===== config.mk =====
export PLATFORM = sky130hd
export DESIGN_NAME = pcm_xfer_ctrl
export DESIGN_NICKNAME = d
export VERILOG_FILES = /design/src/rtl/pcm_xfer_pkg.sv /design/src/rtl/pcm_tc_divider.sv /design/src/rtl/pcm_xfer_cmd.sv /design/src/rtl/pcm_xfer_dp.sv /design/src/rtl/pcm_xfer_ctrl.sv
export SDC_FILE = /design/constraint.sdc
export NUM_CORES = 1
export LEC_CHECK = 0
export ABC_CLOCK_PERIOD_IN_PS = 3300
export BUFFER_PORTS_ARGS = -buffer_cell sky130_fd_sc_hd__buf_2
export CAP_MARGIN = 20
export CORE_MARGIN = 4
export CORE_UTILIZATION = 45
export DETAILED_ROUTE_END_ITERATION = 7
export SYNTH_ARGS = -nofsm -noshare
export SYNTH_HDL_FRONTEND = slang
export SYNTH_SLANG_ARGS = --single-unit

===== constraint.sdc =====
create_clock -name clk -period 3.3 [get_ports clk]
set_input_delay 0.165 -clock clk [delete_from_list [all_inputs] [get_ports clk]]
set_output_delay 0.165 -clock clk [all_outputs]
set_load 0.05 [all_outputs]

===== src/rtl/pcm_xfer_pkg.sv =====
package pcm_xfer_pkg;
  localparam int LEN_W  = 16;
  localparam int SIZE_W = LEN_W + 2;
  localparam int FREQ_W = 20;
  localparam int TC_W   = 8;

  typedef enum logic [1:0] {
    START_FULL,
    START_LEGACY,
    START_RESIZE
  } startKind_e;

  typedef struct packed {
    logic wide;
    logic sgn;
    logic stereo;
    logic fifo;
    logic autoInit;
    logic highChan;
  } fmt_t;

  typedef struct packed {
    startKind_e        kind;
    fmt_t              fmt;
    logic              loadSize;
    logic [SIZE_W-1:0] size;
  } startInfo_t;

  typedef struct packed {
    logic              startReq;
    startInfo_t        info;
    logic              setTc;
    logic [TC_W-1:0]   tcVal;
    logic              setFreq;
    logic [LEN_W-1:0]  freqVal;
    logic              setSize;
    logic              holdOn;
    logic              holdOff;
    logic              spkOn;
    logic              spkOff;
    logic              autoOff;
  } strobe_t;
endpackage


===== src/rtl/pcm_tc_divider.sv =====
module pcm_tc_divider #(
  parameter int NUM_W = 20,
  parameter int DEN_W = 9
) (
  input  logic             clk,
  input  logic             rstN,
  input  logic             start,
  input  logic [NUM_W-1:0] num,
  input  logic [DEN_W-1:0] den,
  output logic             busy,
  output logic             done,
  output logic [NUM_W-1:0] quo
);
  localparam int CNT_W = $clog2(NUM_W + 1);

  logic [DEN_W-1:0] remR;
  logic [DEN_W-1:0] denR;
  logic [CNT_W-1:0] stepsLeft;
  logic [DEN_W:0]   trial;
  logic             fits;

  assign trial = {remR, quo[NUM_W-1]};
  assign fits  = trial >= {1'b0, denR};

  always_ff @(posedge clk) begin
    if (!rstN) begin
      busy      <= 1'b0;
      done      <= 1'b0;
      quo       <= '0;
      remR      <= '0;
      denR      <= '0;
      stepsLeft <= '0;
    end else begin
      done <= 1'b0;
      if (start && !busy) begin
        busy      <= 1'b1;
        quo       <= num;
        remR      <= '0;
        denR      <= den;
        stepsLeft <= CNT_W'(NUM_W);
      end else if (busy) begin
        remR      <= fits ? DEN_W'(trial - {1'b0, denR}) : trial[DEN_W-1:0];
        quo       <= {quo[NUM_W-2:0], fits};
        stepsLeft <= stepsLeft - 1'b1;
        if (stepsLeft == CNT_W'(1)) begin
          busy <= 1'b0;
          done <= 1'b1;
        end
      end
    end
  end
endmodule


===== src/rtl/pcm_xfer_cmd.sv =====
module pcm_xfer_cmd
  import pcm_xfer_pkg::*;
(
  input  logic       clk,
  input  logic       rstN,
  input  logic       cmdValid,
  input  logic [7:0] cmdByte,
  input  logic       busy,
  output strobe_t    strb
);
  logic [1:0] needCnt;
  logic [1:0] idx;
  logic [7:0] opReg;
  logic [7:0] arg0, arg1;
  logic [7:0] a0, a1, a2;
  logic       accept, opPhase, finishing;
  logic [LEN_W-1:0] lenField;

  function automatic logic isStartOp(input logic [7:0] op);
    return (op >= 8'hB0) && (op <= 8'hCF) && !op[3];
  endfunction

  function automatic logic [1:0] needOf(input logic [7:0] op);
    if (isStartOp(op)) return 2'd3;
    case (op)
      8'h40:                      return 2'd1;
      8'h41, 8'h42, 8'h48, 8'h14: return 2'd2;
      default:                    return 2'd0;
    endcase
  endfunction

  assign accept    = cmdValid && !busy;
  assign opPhase   = accept && (needCnt == 2'd0);
  assign finishing = accept && (needCnt != 2'd0) && (idx == needCnt - 2'd1);
  assign a0        = (idx == 2'd0) ? cmdByte : arg0;
  assign a1        = (idx == 2'd1) ? cmdByte : arg1;
  assign a2        = cmdByte;
  assign lenField  = {a2, a1};

  always_comb begin
    strb = '0;
    strb.info.kind = START_FULL;
    if (opPhase) begin
      case (cmdByte)
        8'h90, 8'h91: begin
          strb.startReq           = 1'b1;
          strb.info.kind          = START_LEGACY;
          strb.info.fmt.autoInit  = (cmdByte == 8'h90);
        end
        8'hD0, 8'hD5: strb.holdOff = 1'b1;
        8'hD4, 8'hD6: strb.holdOn  = 1'b1;
        8'hD1:        strb.spkOn   = 1'b1;
        8'hD3:        strb.spkOff  = 1'b1;
        8'hD9, 8'hDA: begin
          strb.holdOff = 1'b1;
          strb.autoOff = 1'b1;
        end
        default: ;
      endcase
    end else if (finishing) begin
      if (isStartOp(opReg)) begin
        strb.startReq          = 1'b1;
        strb.info.kind         = START_FULL;
        strb.info.fmt.wide     = (opReg[7:4] == 4'hB);
        strb.info.fmt.highChan = (opReg < 8'hC0);
        strb.info.fmt.fifo     = opReg[1];
        strb.info.fmt.autoInit = opReg[2];
        strb.info.fmt.sgn      = a0[4];
        strb.info.fmt.stereo   = a0[5];
        strb.info.loadSize     = 1'b1;
        strb.info.size         = ({2'b00, lenField} + SIZE_W'(1)) << (opReg[7:4] == 4'hB);
      end else begin
        case (opReg)
          8'h40: begin
            strb.setTc = 1'b1;
            strb.tcVal = a0;
          end
          8'h41, 8'h42: begin
            strb.setFreq = 1'b1;
            strb.freqVal = {a0, a1};
          end
          8'h48: begin
            strb.setSize   = 1'b1;
            strb.info.size = {2'b00, a0, a1};
          end
          8'h14: begin
            strb.startReq      = 1'b1;
            strb.info.kind     = START_RESIZE;
            strb.info.loadSize = 1'b1;
            strb.info.size     = {2'b00, a1, a0} + SIZE_W'(1);
          end
          default: ;
        endcase
      end
    end
  end

  always_ff @(posedge clk) begin
    if (!rstN) begin
      needCnt <= '0;
      idx     <= '0;
      opReg   <= '0;
      arg0    <= '0;
      arg1    <= '0;
    end else if (opPhase) begin
      opReg   <= cmdByte;
      needCnt <= needOf(cmdByte);
      idx     <= '0;
    end else if (finishing) begin
      needCnt <= '0;
      idx     <= '0;
    end else if (accept) begin
      if (idx == 2'd0) arg0 <= cmdByte;
      if (idx == 2'd1) arg1 <= cmdByte;
      idx <= idx + 2'd1;
    end
  end
endmodule


===== src/rtl/pcm_xfer_dp.sv =====
module pcm_xfer_dp
  import pcm_xfer_pkg::*;
#(
  parameter int RATE_NUM = 1000000
) (
  input  logic              clk,
  input  logic              rstN,
  input  strobe_t           strb,
  input  logic              xferStrobe,
  input  logic [LEN_W-1:0]  chanLen,
  output fmt_t              fmt,
  output logic [FREQ_W-1:0] freqHz,
  output logic [LEN_W-1:0]  bufPos,
  output logic              dreqHold,
  output logic              speakerOn,
  output logic              irqSet,
  output logic              busy
);
  localparam int DEN_W = TC_W + 1;

  logic [SIZE_W-1:0] bufSize, countLeft;
  logic              tcValid;
  logic [TC_W-1:0]   tcR;
  startInfo_t        pendR, cInfo;
  logic              divBusy, divDone;
  logic [FREQ_W-1:0] divQuo;
  logic [DEN_W-1:0]  tmpDen;
  logic [FREQ_W-1:0] dividend;
  logic              commitNow, commit, moveOk;
  logic [LEN_W-1:0]  posInc;

  assign tmpDen    = DEN_W'(1 << TC_W) - {1'b0, tcR};
  assign dividend  = FREQ_W'(RATE_NUM) + FREQ_W'(tmpDen >> 1);
  assign commitNow = strb.startReq && !tcValid;
  assign commit    = commitNow || divDone;
  assign cInfo     = divDone ? pendR : strb.info;
  assign busy      = divBusy || divDone;
  assign moveOk    = xferStrobe && speakerOn && dreqHold && !busy && !commit;
  assign posInc    = bufPos + 1'b1;

  pcm_tc_divider #(.NUM_W(FREQ_W), .DEN_W(DEN_W)) u_div (
    .clk   (clk),
    .rstN  (rstN),
    .start (strb.startReq && tcValid),
    .num   (dividend),
    .den   (tmpDen),
    .busy  (divBusy),
    .done  (divDone),
    .quo   (divQuo)
  );

  always_ff @(posedge clk) begin
    if (!rstN) begin
      fmt       <= '0;
      freqHz    <= '0;
      bufPos    <= '0;
      dreqHold  <= 1'b0;
      speakerOn <= 1'b0;
      irqSet    <= 1'b0;
      bufSize   <= '0;
      countLeft <= '0;
      tcValid   <= 1'b0;
      tcR       <= '0;
      pendR     <= '0;
    end else begin
      irqSet <= 1'b0;
      if (strb.startReq) pendR <= strb.info;
      if (strb.setTc) begin
        tcValid <= 1'b1;
        tcR     <= strb.tcVal;
      end
      if (strb.setFreq) begin
        tcValid <= 1'b0;
        freqHz  <= FREQ_W'(strb.freqVal);
      end
      if (strb.setSize) bufSize <= strb.info.size;
      if (strb.holdOn)  dreqHold  <= 1'b1;
      if (strb.holdOff) dreqHold  <= 1'b0;
      if (strb.spkOn)   speakerOn <= 1'b1;
      if (strb.spkOff)  speakerOn <= 1'b0;
      if (strb.autoOff) fmt.autoInit <= 1'b0;

      if (commit) begin
        fmt <= cInfo.fmt;
        if (cInfo.loadSize) bufSize <= cInfo.size;
        if (cInfo.kind != START_RESIZE) begin
          bufPos    <= '0;
          countLeft <= cInfo.loadSize ? cInfo.size : bufSize;
        end
        if (divDone) freqHz <= divQuo;
        dreqHold  <= 1'b1;
        speakerOn <= 1'b1;
      end else if (moveOk) begin
        bufPos <= (posInc == chanLen) ? '0 : posInc;
        if (countLeft <= SIZE_W'(1)) begin
          irqSet    <= 1'b1;
          countLeft <= bufSize;
          if (!fmt.autoInit) dreqHold <= 1'b0;
        end else begin
          countLeft <= countLeft - 1'b1;
        end
      end
    end
  end
endmodule


===== src/rtl/pcm_xfer_ctrl.sv =====
module pcm_xfer_ctrl
  import pcm_xfer_pkg::*;
#(
  parameter int RATE_NUM = 1000000
) (
  input  logic              clk,
  input  logic              rstN,
  input  logic              cmdValid,
  input  logic [7:0]        cmdByte,
  input  logic              xferStrobe,
  input  logic [LEN_W-1:0]  chanLen,
  output logic              busy,
  output logic              sampleWide,
  output logic              sampleSigned,
  output logic              sampleStereo,
  output logic              fifoOn,
  output logic              autoInit,
  output logic              highChan,
  output logic [FREQ_W-1:0] freqHz,
  output logic [LEN_W-1:0]  bufPos,
  output logic              dreqHold,
  output logic              speakerOn,
  output logic              irqSet
);
  strobe_t strb;
  fmt_t    fmt;

  pcm_xfer_cmd u_cmd (
    .clk      (clk),
    .rstN     (rstN),
    .cmdValid (cmdValid),
    .cmdByte  (cmdByte),
    .busy     (busy),
    .strb     (strb)
  );

  pcm_xfer_dp #(.RATE_NUM(RATE_NUM)) u_dp (
    .clk        (clk),
    .rstN       (rstN),
    .strb       (strb),
    .xferStrobe (xferStrobe),
    .chanLen    (chanLen),
    .fmt        (fmt),
    .freqHz     (freqHz),
    .bufPos     (bufPos),
    .dreqHold   (dreqHold),
    .speakerOn  (speakerOn),
    .irqSet     (irqSet),
    .busy       (busy)
  );

  assign sampleWide   = fmt.wide;
  assign sampleSigned = fmt.sgn;
  assign sampleStereo = fmt.stereo;
  assign fifoOn       = fmt.fifo;
  assign autoInit     = fmt.autoInit;
  assign highChan     = fmt.highChan;
endmodule


== Yosys cells after proc, flatten, opt, wreduce, memory -nomap -nowiden ==
Cells that the tools add are included.

* Flip-flop bits (word level): 190
* Input bits: 28
* Output and inout bits: 46

* Add/sub/neg operators: 10
* $lt $le $gt $ge: 7
* Eq/ne operators: 27
* Shift-type cells: 1
* Multiplexer cells: 70
* Bitwise gates (word level): 5
* Reduce and logical (&&, ||, !) cells: 44

{| class="wikitable"
|+ Operators by type and width
! kind !! number
|-
| 2-to-1 mux 18 bit || 8
|-
| 2-to-1 mux 20 bit || 5
|-
| == test 8 bit, second input constant || 10
|-
| == test 8 x 7 -> 1 bit, second input constant || 8
|-
| 2-to-1 mux 16 bit || 4
|-
| 2-to-1 mux 55 bit || 1
|-
| 2-to-1 mux 27 bit || 2
|-
| 2-to-1 mux 47 bit || 1
|-
| case mux 18 bit (2 select lines) || 1
|-
| adder 16 x 1 -> 17 bit, second input constant || 2
|-
| 2-to-1 mux 1 bit || 27
|-
| 2-to-1 mux 19 bit || 1
|-
| adder 17 x 9 -> 18 bit, first input constant || 1
|-
| <= comparator 18 x 1 -> 1 bit, second input constant || 1
|-
| 2-to-1 mux 9 bit || 2
|-
| << shifter 18 x 1 -> 18 bit || 1
|-
| subtractor 18 x 1 -> 18 bit, second input constant || 1
|-
| 2-to-1 mux 17 bit || 1
|-
| adder 16 x 1 -> 16 bit, second input constant || 1
|-
| == test 16 bit || 1
|-
| == test 8 x 5 -> 1 bit, second input constant || 2
|-
| >= comparator 8 bit, second input constant || 2
|-
| <= comparator 8 bit, second input constant || 2
|-
| 2-to-1 mux 8 bit || 2
|-
| other kinds (30) || 77
|}

== Logic depth before layout (Yosys ltp) ==
* Depth in word-level cells: 13
* Gate-level depth with buffers: 15

== Modules after synthesis ==
A second synthesis with hierarchy kept.

* Cell total of the unflattened synthesis: 1528
* Area, all modules: 12180.4 um^2

{| class="wikitable"
|+ By module, submodules not included
! module !! instances !! cells each !! area an instance (um^2) !! sequential area each (um^2)
|-
| pcm_xfer_dp || 1 || 777 || 6397.4 || 2342.2
|-
| pcm_xfer_cmd || 1 || 464 || 3285.7 || 560.5
|-
| pcm_tc_divider || 1 || 287 || 2497.4 || 900.9
|}

== Worst setup path after synthesis ==
OpenSTA, ideal clock, no wires.

* Kind: register to register
* Start point: reg u_cmd.idx[1]
* End point: reg u_dp.countLeft[13]
* Arrival: 3.063 ns
* Data required time: 3.183 ns
* Slack: 0.120 ns
* Cell stages (with the launch flop): 16
* Buffers on the path: 2
* Cells stage by stage: dfxtp_1 -> inv_1 -> ha_1 -> buf_2 -> buf_2 -> mux2i_1 -> inv_1 -> ha_1 -> inv_1 -> a211oi_1 -> nand3_1 -> nor2_1 -> xor2_1 -> a211oi_1 -> nand2_1 -> a32o_1

* Cells in the longest elaborated chain, start to end: 11

{| class="wikitable"
|+ Ends and longest elaborated chain
! element !! line !! RTL
|-
| start, declared || pcm_xfer_cmd.sv:12 || <nowiki>logic [1:0] idx;</nowiki>
|-
| start signal, assigned || pcm_xfer_cmd.sv:115 || <nowiki>idx <= idx + 2'd1;</nowiki>
|-
| == test 2 x 1 -> 1 bit * || pcm_xfer_cmd.sv:36 || <nowiki>assign a1 = (idx == 2'd1) ? cmdByte : arg1;</nowiki>
|-
| 2-to-1 mux 8 bit * || pcm_xfer_cmd.sv:36 ||
|-
| net u_cmd.a1[0] || pcm_xfer_cmd.sv:15 || <nowiki>logic [7:0] a0, a1, a2;</nowiki>
|-
| adder 16 x 1 -> 17 bit (on tied branches) || pcm_xfer_cmd.sv:90, pcm_xfer_cmd.sv:71 ||
|-
| case mux 18 bit (2 select lines) or << shifter 18 x 1 -> 18 bit (tied branches) || pcm_xfer_cmd.sv:73, pcm_xfer_cmd.sv:71 ||
|-
| 2-to-1 mux 19 bit * || pcm_xfer_cmd.sv:61 || <nowiki>if (isStartOp(opReg)) begin</nowiki>
|-
| 2-to-1 mux 55 bit * || pcm_xfer_cmd.sv:60 || <nowiki>end else if (finishing) begin</nowiki>
|-
| 2-to-1 mux 47 bit * || pcm_xfer_cmd.sv:43 || <nowiki>if (opPhase) begin</nowiki>
|-
| 2-to-1 mux 27 bit * || pcm_xfer_dp.sv:36 || <nowiki>assign cInfo = divDone ? pendR : strb.info;</nowiki>
|-
| 2-to-1 mux 18 bit * || pcm_xfer_dp.sv:88 || <nowiki>countLeft <= cInfo.loadSize ? cInfo.size : bufSize;</nowiki>
|-
| 2-to-1 mux 18 bit * || pcm_xfer_dp.sv:86 || <nowiki>if (cInfo.kind != START_RESIZE) begin</nowiki>
|-
| 2-to-1 mux 18 bit * || pcm_xfer_dp.sv:83 || <nowiki>if (commit) begin</nowiki>
|-
| end signal, assigned || pcm_xfer_dp.sv:88 ||
|-
| end signal, assigned || pcm_xfer_dp.sv:97 || <nowiki>countLeft <= bufSize;</nowiki>
|-
| end signal, assigned || pcm_xfer_dp.sv:100 || <nowiki>countLeft <= countLeft - 1'b1;</nowiki>
|-
| end, declared || pcm_xfer_dp.sv:21 || <nowiki>logic [SIZE_W-1:0] bufSize, countLeft;</nowiki>
|}

Mark *: on every way through the listed nets, which the timed path passes. The rest lies on a longest branch. The select of a mux whose other input is x is not followed.
A chain may end at the register's enable or synchronous reset.

== Worst setup path after layout ==
* Start point: reg u_dp.bufPos[1]
* End point: reg u_dp.bufPos[14]

* Cells in the longest elaborated chain, start to end: 5

{| class="wikitable"
|+ Ends and longest elaborated chain
! element !! line !! RTL
|-
| start, declared || pcm_xfer_dp.sv:13 || <nowiki>output logic [LEN_W-1:0] bufPos,</nowiki>
|-
| start signal, assigned || pcm_xfer_dp.sv:94 || <nowiki>bufPos <= (posInc == chanLen) ? '0 : posInc;</nowiki>
|-
| adder 16 x 1 -> 16 bit * || pcm_xfer_dp.sv:39 || <nowiki>assign posInc = bufPos + 1'b1;</nowiki>
|-
| == test 16 bit || pcm_xfer_dp.sv:94 ||
|-
| 2-to-1 mux 16 bit * || pcm_xfer_dp.sv:94 ||
|-
| 2-to-1 mux 16 bit * || pcm_xfer_dp.sv:93 || <nowiki>end else if (moveOk) begin</nowiki>
|-
| 2-to-1 mux 16 bit * || pcm_xfer_dp.sv:83 ||
|}

Every way passes the cells marked *; elsewhere a longest branch is shown, timed or not. The select of a mux whose other input is x is not followed.

==> impl_metrics.yaml <==
cts:
  htree_levels: 4
  cts_num_sinks: 190
  post_cts_buffers: 0
  cts_tree: "yes"
  cts_root_buf: "clkbuf_16"
  insertion_delay_ns: 0.44
  path_clk_slew_ns: 0.08
  cts_buffers: 17
  clock_path_buffers: 2
global_route:
  track_usage_pct: 25.3
  grt_antenna_before_repair: 0
  grt_pass1_wl_microns: 54600
  grt.overflow.total: 0
  grt_pass1_vias: 9819
  grt_start_max_net_pins: 88
synth:
  synth_ff_type: "dfxtp_1"
  yosys_warnings: 0
  ys_seq_area_share_pct: 34.6
  synth_area_leaders: "dfxtp_1, nand2_1, nor2_1"
  synthDistinctLibCells: 86
  synth_top_area_share_pct: 34.6
  yosysTopAreaCell: "dfxtp_1"
  synth_area_per_cell_sq_um: 7.74
  synth_common_cells: "dfxtp_1, nand2_1, nor2_1, a21oi_1, clkbuf_1"
  synth_nets: 1472
  ys_ff_latch: 190
  yosys.cell_count.top_type: "dfxtp_1"
  synth_edf_count: 0
  syn_area_sq_mm: 0.0110
  synthCells: 1422
  synthArstFlopShare_pct: 0
final_layout:
  num-nets-final: 1540
  multiInputGateArea_sq_mm: 0.00666
  n_antenna_cell: 0
  seq_area_sq_mm: 0.00380
  area_delta_synth_final_pct: 14.2
  fill_cells: 2319
  drive_gt1_share_pct: 13.8
drt:
  drt_wl_total_microns: 34700
  drt_iter0_markers: 1059
  route.detailed.drc: 0
  wl_per_cell_microns: 19.0
  drtPass1Iterations: 5
  vias: 10900
  antenna_left: 0
  vias_per_cell: 5.96
setup_path:
  crit_arrival_ns: 3.42
  cp_data_required_time_ns: 3.64
  crit_type: "reg2reg"
  max_stage_delay_ns: 0.53
  timing.rr.start: "u_dp.bufPos[1]"
  path_max_fanout: 11
  cpMaxStageDelayCell: "and4b_1"
  crit_path_end_kind: "flop"
  crit_start: "u_dp.bufPos[1]"
  worstPathCellList: "ha_1 > nand3_1 > xor2_1 > nand2_1 > o211ai_1 > or4_1 > and4b_1 > nor2_1 > a221o_1"
  startpoint_type: "flop"
timing:
  rsz0062_at_grt: "no"
  fmax_ghz: 0.325
  clock_skew_ns: 0.0159
  fin_tns_setup_ns: 0
  maxSlewViolCount: 0
  timing.final.crit_period_ns: 3.08
  setup_violations: 0
  fin_ws_ns: 0.220
  slew_headroom_pct: 42.3
  worst_slew_pin_slew_ns: 0.858
  fin_crit_sh_pct: 93.3
  hold_viol: 0
power_and_ir_drop:
  powerDensity_mw_per_mm2: 383
  vdd_ir_drop_max_uv: 378
  p_leak_nw: 4.94
  power_mw: 4.82
floorplan:
  die_w_microns: 164
  io_pins: 74
  die_h_microns: 164
  start_util_pct: 46.3
  dieArea_sq_mm: 0.0270
  num_rows: 56
  core_area_sq_mm: 0.0238
placement:
  place_ws_ns: 0.266
  io_buffer_count: 73
  dp_hpwl_microns: 25100
  gp_congestion: 0.984
run:
  drv_cap: 0
status:
  status: "complete, no violations"
worst_hold_path:
  hold_start: "cmdByte[3]"
  hold_path_class: "in2reg"
-- cells by family after synthesis --
group	count (synthesis)	synth area share (%)
fa+ha+maj	22	2.57
compound gates	364	22.0
simple gates	580	25.2
mux	42	3.87
flops	190	34.6
xor+xnor	85	6.76
buf+inv	139	5.02
-- cell type report --
type	count	share of cell area (%)
multi-input cells	1093	53.0
inverters	45	1.36
flip-flops and latches	190	30.3
well taps	319	3.18
repair buffers	143	7.19
clock inverters	15	1.57
clock buffers	17	3.39
-- final timing paths --
path                endpoint  slack, ns  cells past startpoint
max          u_dp.bufPos[14]       0.22                      9
max reg2reg  u_dp.bufPos[14]       0.22                      9
min           u_cmd.opReg[3]       0.09                      3
min reg2reg   u_dp.pendR[10]       0.45                      2
-- cell usage in the layout (no fill, tap or decap), types with 13 or more instances in the layout --
cell type	synthesis	layout
clkbuf_16	0	17
buf_4	0	69
nand3_1	33	33
buf_2	19	73
o21ai_0	48	48
xor2_1	36	36
inv_1	43	42
dfxtp_1	190	189
a211oi_1	62	62
and3_1	23	23
xnor2_1	49	49
nand4_1	21	21
o22ai_1	19	19
nor3_1	64	63
a21oi_1	102	101
a31oi_1	26	26
nor2_1	157	157
nand2_1	187	187
ha_1	21	21
a22oi_1	13	13
mux2i_1	38	38
-- where the power goes --
group	internal, mW	total (mW)	switching, mW
clock	1.16	2.20	1.03
sequential	2.30	2.32	0.0162
combinational	0.102	0.304	0.202
total	3.56	4.82	1.25
-- state kept, by name, indices dropped and copies added, names as in the netlist --
signal / flops
u_dp.dreqHold: 1
u_dp.u_div.stepsLeft: 5
u_dp.u_div.done: 1
u_dp.irqSet: 1
u_dp.bufSize: 18
u_cmd.needCnt: 2
u_cmd.opReg: 8
u_dp.freqHz: 20
u_dp.pendR: 27
u_cmd.arg0: 8
u_dp.tcR: 8
u_dp.u_div.denR: 9
u_dp.fmt: 6
u_dp.bufPos: 16
u_dp.u_div.remR: 9
u_cmd.arg1: 8
u_dp.speakerOn: 1
u_dp.tcValid: 1
u_cmd.idx: 2
u_dp.u_div.quo: 20
u_dp.countLeft: 18
u_dp.u_div.busy: 1
-- what timing repair did --
action                     in CTS  in global routing
resized for setup               0                  1
hold buffers                    0                  0
setup endpoints to repair       0                  1
-- per-stage QoR --
stage,util [%],cells,area [sq um],hold slack [ns]
floorplan,-,1422,11000,0.377
global placement,50.2,1790,11900,0.437
detailed placement,50.2,1790,11900,0.443
CTS,52.9,1822,12600,0.0761
global route,52.9,1822,12600,0.113
finish,52.9,1822,12600,0.0928
-- critical path: cells and delay by family (launching register included) --
family                   cells  cell delay [ns]
adder cells (fa/ha/maj)      1             0.24
XOR/XNOR                     1             0.27
AO/OA/AOI/OAI                2             0.39
flip-flops                   1             0.42
AND/OR/NAND/NOR              5             1.64
-- per-layer routing --
| metal | track usage, % | routed length (microns) | vias to the layer above |
|---|---|---|---|
| li1 | - | - | 5251 |
| met1 | 37.9 | 16600 | 5088 |
| met2 | 37.1 | 14800 | 445 |
| met3 | 3.57 | 2300 | 76 |
| met4 | 8.73 | 1010 | 0 |
| met5 | 0 | 0 | - |
Power figures use the tool's default switching activity.
